**config.mk**
```make
export PLATFORM = sky130hd
export DESIGN_NAME = pwr_mode_ctrl
export DESIGN_NICKNAME = d
export VERILOG_FILES = /design/src/rtl/pwr_mode_pkg.sv /design/src/rtl/lp_seq.sv /design/src/rtl/clk_gate_stage.sv /design/src/rtl/pwr_mode_ctrl.sv
export SDC_FILE = /design/constraint.sdc
export NUM_CORES = 1
export LEC_CHECK = 0
export BUFFER_PORTS_ARGS = -buffer_cell sky130_fd_sc_hd__buf_2
export CAP_MARGIN = 20
export CORE_AREA = 2 2 39 41
export DETAILED_ROUTE_END_ITERATION = 8
export DIE_AREA = 0 0 41 43
export PLACE_DENSITY_LB_ADDON = 0.25
export SYNTH_ARGS = -nofsm -noshare
export SYNTH_HDL_FRONTEND = slang
export SYNTH_SLANG_ARGS = --single-unit
```
**constraint.sdc**
```tcl
create_clock -name clk -period 3.45 [get_ports clk]
set_input_delay 1.035 -clock clk [delete_from_list [all_inputs] [get_ports clk]]
set_output_delay 1.035 -clock clk [all_outputs]
set_load 0.005 [all_outputs]
```
**src/rtl/pwr_mode_pkg.sv**
```systemverilog
package pwr_mode_pkg;
    localparam int FRZ_W    = 3;
    localparam int FRZ_WDOG = 0;
    localparam int FRZ_PIT  = 1;
    localparam int FRZ_BMON = 2;

    typedef struct packed {
        logic wdog;
        logic pit;
        logic busmon;
        logic dbf;
        logic spur;
    } mon_en_t;

    localparam mon_en_t ALL_ON = '{wdog: 1'b1, pit: 1'b1, busmon: 1'b1, dbf: 1'b1, spur: 1'b1};

    function automatic logic level_beats(input logic [7:0] lvl, input logic [7:0] mask);
        return lvl > mask;
    endfunction
endpackage

```
**src/rtl/lp_seq.sv**
```systemverilog
module lp_seq #(
    parameter int LVL_W = 3
) (
    input  logic             clk,
    input  logic             rst,
    input  logic             lp_req,
    input  logic             halt_in,
    input  logic             pit_reload_zero,
    input  logic             pit_irq,
    input  logic [LVL_W-1:0] pit_lvl,
    input  logic [LVL_W-1:0] core_mask,
    output logic             lp_active,
    output logic             pit_hold,
    output logic             wake_pulse
);
    import pwr_mode_pkg::*;

    logic pend;
    logic wake_now;

    always_comb begin
        wake_now = lp_active && !pit_hold && pit_irq &&
                   level_beats(8'(pit_lvl), 8'(core_mask));
    end

    always_ff @(posedge clk) begin
        if (rst) begin
            lp_active  <= 1'b0;
            pit_hold   <= 1'b0;
            pend       <= 1'b0;
            wake_pulse <= 1'b0;
        end else begin
            wake_pulse <= 1'b0;
            if (lp_active) begin
                if (wake_now) begin
                    lp_active  <= 1'b0;
                    pit_hold   <= 1'b0;
                    wake_pulse <= 1'b1;
                end
            end else if ((lp_req || pend) && !halt_in) begin
                lp_active <= 1'b1;
                pend      <= 1'b0;
                pit_hold  <= pit_reload_zero;
            end else if (lp_req) begin
                pend <= 1'b1;
            end
        end
    end


    halt_blocks_entry_chk: assert property (@(posedge clk) disable iff (rst)
        (halt_in && !lp_active) |=> !lp_active);

    wake_single_chk: assert property (@(posedge clk) disable iff (rst)
        wake_pulse |=> !wake_pulse);

    wake_clears_stop_chk: assert property (@(posedge clk) disable iff (rst)
        wake_pulse |-> !lp_active);
endmodule

```
**src/rtl/clk_gate_stage.sv**
```systemverilog
module clk_gate_stage #(
    parameter int NMOD = 4
) (
    input  logic                          clk,
    input  logic                          rst,
    input  logic                          lp_active,
    input  logic                          pit_hold,
    input  logic                          freeze,
    input  logic [pwr_mode_pkg::FRZ_W-1:0] frz_sel,
    input  logic [NMOD-1:0]               mod_stop,
    output pwr_mode_pkg::mon_en_t         mon_en,
    output logic [NMOD-1:0]               mod_en
);
    import pwr_mode_pkg::*;

    mon_en_t nxt;

    always_comb begin
        nxt.wdog   = !lp_active && !(freeze && frz_sel[FRZ_WDOG]);
        nxt.pit    = !(lp_active && pit_hold) && !(freeze && frz_sel[FRZ_PIT]);
        nxt.busmon = !lp_active && !(freeze && frz_sel[FRZ_BMON]);
        nxt.dbf    = !lp_active;
        nxt.spur   = !lp_active;
    end

    always_ff @(negedge clk) begin
        if (rst) mon_en <= ALL_ON;
        else     mon_en <= nxt;
    end

    for (genvar i = 0; i < NMOD; i++) begin : g_mod
        always_ff @(negedge clk) begin
            if (rst) mod_en[i] <= 1'b1;
            else     mod_en[i] <= !mod_stop[i];
        end
    end


    lp_mon_off_chk: assert property (@(posedge clk) disable iff (rst)
        lp_active |-> (!mon_en.wdog && !mon_en.busmon && !mon_en.dbf && !mon_en.spur));

    frz_keeps_dbf_chk: assert property (@(posedge clk) disable iff (rst)
        (freeze && !lp_active) |-> (mon_en.dbf && mon_en.spur));
endmodule

```
**src/rtl/pwr_mode_ctrl.sv**
```systemverilog
module pwr_mode_ctrl #(
    parameter int NMOD  = 4,
    parameter int LVL_W = 3
) (
    input  logic             clk,
    input  logic             rst,
    input  logic             lp_req,
    input  logic             plain_stop,
    input  logic             freeze,
    input  logic             halt_in,
    input  logic [2:0]       frz_sel,
    input  logic [NMOD-1:0]  mod_stop,
    input  logic             pit_reload_zero,
    input  logic             pit_irq,
    input  logic [LVL_W-1:0] pit_lvl,
    input  logic [LVL_W-1:0] core_mask,
    output logic             wdog_en,
    output logic             pit_en,
    output logic             busmon_en,
    output logic             dbf_en,
    output logic             spur_en,
    output logic [NMOD-1:0]  mod_en,
    output logic             lp_active,
    output logic             wake_pulse
);
    import pwr_mode_pkg::*;

    logic    pit_hold;
    mon_en_t mon_en;
    logic    unused_stop;

    assign unused_stop = plain_stop;

    lp_seq #(.LVL_W(LVL_W)) u_seq (
        .clk(clk), .rst(rst), .lp_req(lp_req), .halt_in(halt_in),
        .pit_reload_zero(pit_reload_zero), .pit_irq(pit_irq),
        .pit_lvl(pit_lvl), .core_mask(core_mask),
        .lp_active(lp_active), .pit_hold(pit_hold), .wake_pulse(wake_pulse)
    );

    clk_gate_stage #(.NMOD(NMOD)) u_gate (
        .clk(clk), .rst(rst), .lp_active(lp_active), .pit_hold(pit_hold),
        .freeze(freeze), .frz_sel(frz_sel), .mod_stop(mod_stop),
        .mon_en(mon_en), .mod_en(mod_en)
    );

    assign wdog_en   = mon_en.wdog;
    assign pit_en    = mon_en.pit;
    assign busmon_en = mon_en.busmon;
    assign dbf_en    = mon_en.dbf;
    assign spur_en   = mon_en.spur;


    plain_stop_wdog_chk: assert property (@(posedge clk) disable iff (rst)
        (plain_stop && !lp_active && !freeze) |-> wdog_en);
endmodule

```
==> impl_metrics.csv <==
group,metric,value,unit
cts,clk_pin_slew,0.08,ns
power,power.density,496.9,mW/mm2
yosys,synth_fp_nets,73,
final_layout,syn_to_final_growth,52.02,%
power,p_leak,0.0003830,uW
cts,cts_buffer_depth,2,
grt,grt_pass1_vias,412,
final_layout,mostFrequentLayoutCells,"buf_2 (28), inv_1 (12), dfxtp_1 (9), a21oi_1 (5), nand2b_1 (4)",
min_path,hold_depth,2,
cts,cts-htree-levels,1,
grt,grt_overflow,0,
setup_path,critPathCaptureType,"output port",
run_status,violations,"setup timing",
setup_path,critPathArrivalTime,2.47,ns
floorplanning,start_util,0.3354,
floorplanning,ios,32,
final_layout,antennaDiodeCount,0,
sta,timing.setup.tns,-0.3020,ns
floorplanning,die_y,43,um
cts,cts_buffers,3,
grt,grtUsageTotal,0.1210,
yosys,yosys.area_share.simple,0.2237,
drt,routed-via-count,440,
sta,slew_headroom,0.8131,
floorplanning,fp.dieW,41,um
yosys,syn_area_per_cell,9.473,um2
placement,dp_hpwl,725.3,um
cts,cts_hold_buf,0,
yosys,syn_area,464.2,um2
final_layout,fillCellCount,149,
yosys,synth-seq-cells,12,
grt,antenna_found_initial,0,
yosys,synth_top_family_by_area,"simple AND/OR/NAND/NOR gates",
sta,slew_viol_final,0,
flow_run,max_cap_viol_count,0,
drt,wl,923,um
floorplanning,rows,14,
yosys,synth_mux_area_frac,0,
final_layout,nNetsFinal,113,
final_layout,layout-drive-gt1-share,0.4773,
yosys,synth_compound_area_frac,0.1132,
sta,timing.hold.ws,0.4846,ns
setup_path,rr_endpoint,"u_gate.mon_en[3]",
yosys,ys_warn_count,0,
final_layout,final_common_cell,"buf_2",
run_status,status,"finished with violations",
drt,firstDrtPassIters,2,
setup_path,crit_chain,"buf_2",
sta,rsz0062_at_grt,"yes",
cts,cts_tree,"yes",
floorplanning,core-area,0.001384,mm2
final_layout,multi_input_area,193.9,um2
yosys,ys_types,21,
power,ir_drop,0.1616,mV
yosys,ys_seq_area_frac,0.5175,
sta,worstMarginPinSlew,0.2800,ns
cts,root_buffer,"clkbuf_4",
drt,wl_per_cell,8.875,um
drt,vias_per_cell,4.231,
sta,finalHoldViolations,0,
cts,clock_latency,0.32,ns
drt,drt.antenna.violating_nets,0,
drt,drc,0,
setup_path,cp_max_fo,2,
setup_path,regToRegSetupSlack,0.77,ns
grt,grt_pass1_wl,1455,um
sta,fin_ws,-0.05751,ns
setup_path,cpPeakStageDelay,0.31,ns
cts,cts_sinks,12,
setup_path,path_class,"reg -> out",
sta,skew,0.05691,ns
setup_path,crit_buf_inv,1,
setup_path,r2r_start,"u_seq.lp_active",
placement,place_ws,0.1072,ns
min_path,hold_path.class,"reg -> reg",
floorplanning,dieArea,0.001763,mm2
yosys,synth_fa_ha_area_frac,0.08086,
sta,setup_viol,9,
final_layout,regArea,244.0,um2
yosys,syn_inst,49,
setup_path,reg2regPathDepth,2,
drt,drt_iter0_drc,1,
min_path,hold_end,"u_seq.pit_hold",
setup_path,cp_top_family,"flip-flops",
grt,grt_max_degree,13,
placement,port_buffers,30,
yosys,synthXorXnorAreaFrac,0,
setup_path,cp_data_required_time,2.41,ns
setup_path,critPathLaunchType,"register",
setup_path,cp_slowest_cell,"dfxtp_2",
min_path,hold_start,"u_seq.pit_hold",
placement,gp_routability_congestion,0.6575,
worst max-delay path by stage:
stage / slack, ns / depth (start not counted) / end / startpoint
floorplan: 0.14 / 2 / u_gate.mon_en[2] / rst
global placement: 0.10 / 2 / u_gate.mon_en[4] / rst
detailed placement: 0.11 / 2 / u_gate.mon_en[2] / rst
CTS: -0.06 / 1 / spur_en / u_gate.mon_en[1]
global route: -0.11 / 1 / mod_en[3] / u_gate.mod_en[3]
finish: -0.06 / 1 / dbf_en / u_gate.mon_en[1]
cells by family (layout without fill, tap and decap cells):
group / count (synthesis) / count (layout)
adders and majority gates: 3 / 3
and+or+nand+nor: 18 / 18
buffers and inverters: 7 / 46
AOI/OAI and AO/OA: 9 / 9
DFF: 12 / 12
state kept, by name (all words and copies together) (netlist names):
name / cells
u_gate.mod_en: 4
u_gate.mon_en: 4
u_seq.lp_active: 1
u_seq.pend: 1
u_seq.pit_hold: 1
u_seq.wake_pulse: 1
cells in the mapped netlist, drive strengths merged:
| cell type | instances | area, um2 |
|---|---|---|
| dfxtp | 12 | 240.2 |
| o21ai | 2 | 13.76 |
| or2 | 3 | 18.77 |
| clkbuf | 1 | 3.750 |
| and2b | 1 | 7.510 |
| nand2b | 4 | 25.02 |
| a21oi | 5 | 25.02 |
| and3 | 1 | 6.260 |
| a22oi | 1 | 7.510 |
| nand3b | 1 | 7.510 |
| o22ai | 1 | 6.260 |
| ha | 3 | 37.54 |
| nor2 | 2 | 10.01 |
| nor3 | 1 | 5.000 |
| nand3 | 1 | 5.000 |
| buf | 1 | 7.510 |
| inv | 5 | 18.77 |
| or2b | 1 | 7.510 |
| nand2 | 3 | 11.26 |
per-layer routing:
layer	GRT usage	wire [um]	vias to the layer above
met5	0	0	-
met4	0.05333	0	0
met3	0.05759	99	0
met2	0.1875	415	20
met1	0.1336	407	182
li1	-	-	238
per-stage QoR:
stage / instances / power, uW / utilization / area (um2)
floorplan: 49 / 192.6 / - / 464.2
global placement: 93 / 212.8 / 0.4503 / 623.1
detailed placement: 93 / 214.2 / 0.4503 / 623.1
CTS: 104 / 355.8 / 0.4991 / 690.7
global route: 104 / 382.4 / 0.5099 / 705.7
finish: 104 / 350.7 / 0.5099 / 705.7
cell type report:
class / count / share of cell area
well taps: 16 / 0.02837
flip-flops and latches: 12 / 0.3457
repair buffers: 30 / 0.2305
clock inverters: 9 / 0.06738
clock buffers: 3 / 0.03191
multi-input cells: 30 / 0.2748
inverters: 4 / 0.02128
report_power, final:
part	switching [uW]	internal [uW]	leakage, uW
registers	5.76	149	0.0000984
clock network	62.0	91.4	0.0000692
logic	17.5	25.3	0.000215
total	85.3	265	0.000383
repair_timing:
| action | in CTS | in global routing |
|---|---|---|
| pin swaps | 0 | 0 |
| setup endpoints to repair | 9 | 9 |
| gates cloned | 0 | 0 |
| resized for setup | 1 | 4 |
| buffers inserted | 0 | 0 |
No activity file was read; power rests on OpenSTA's default activity.
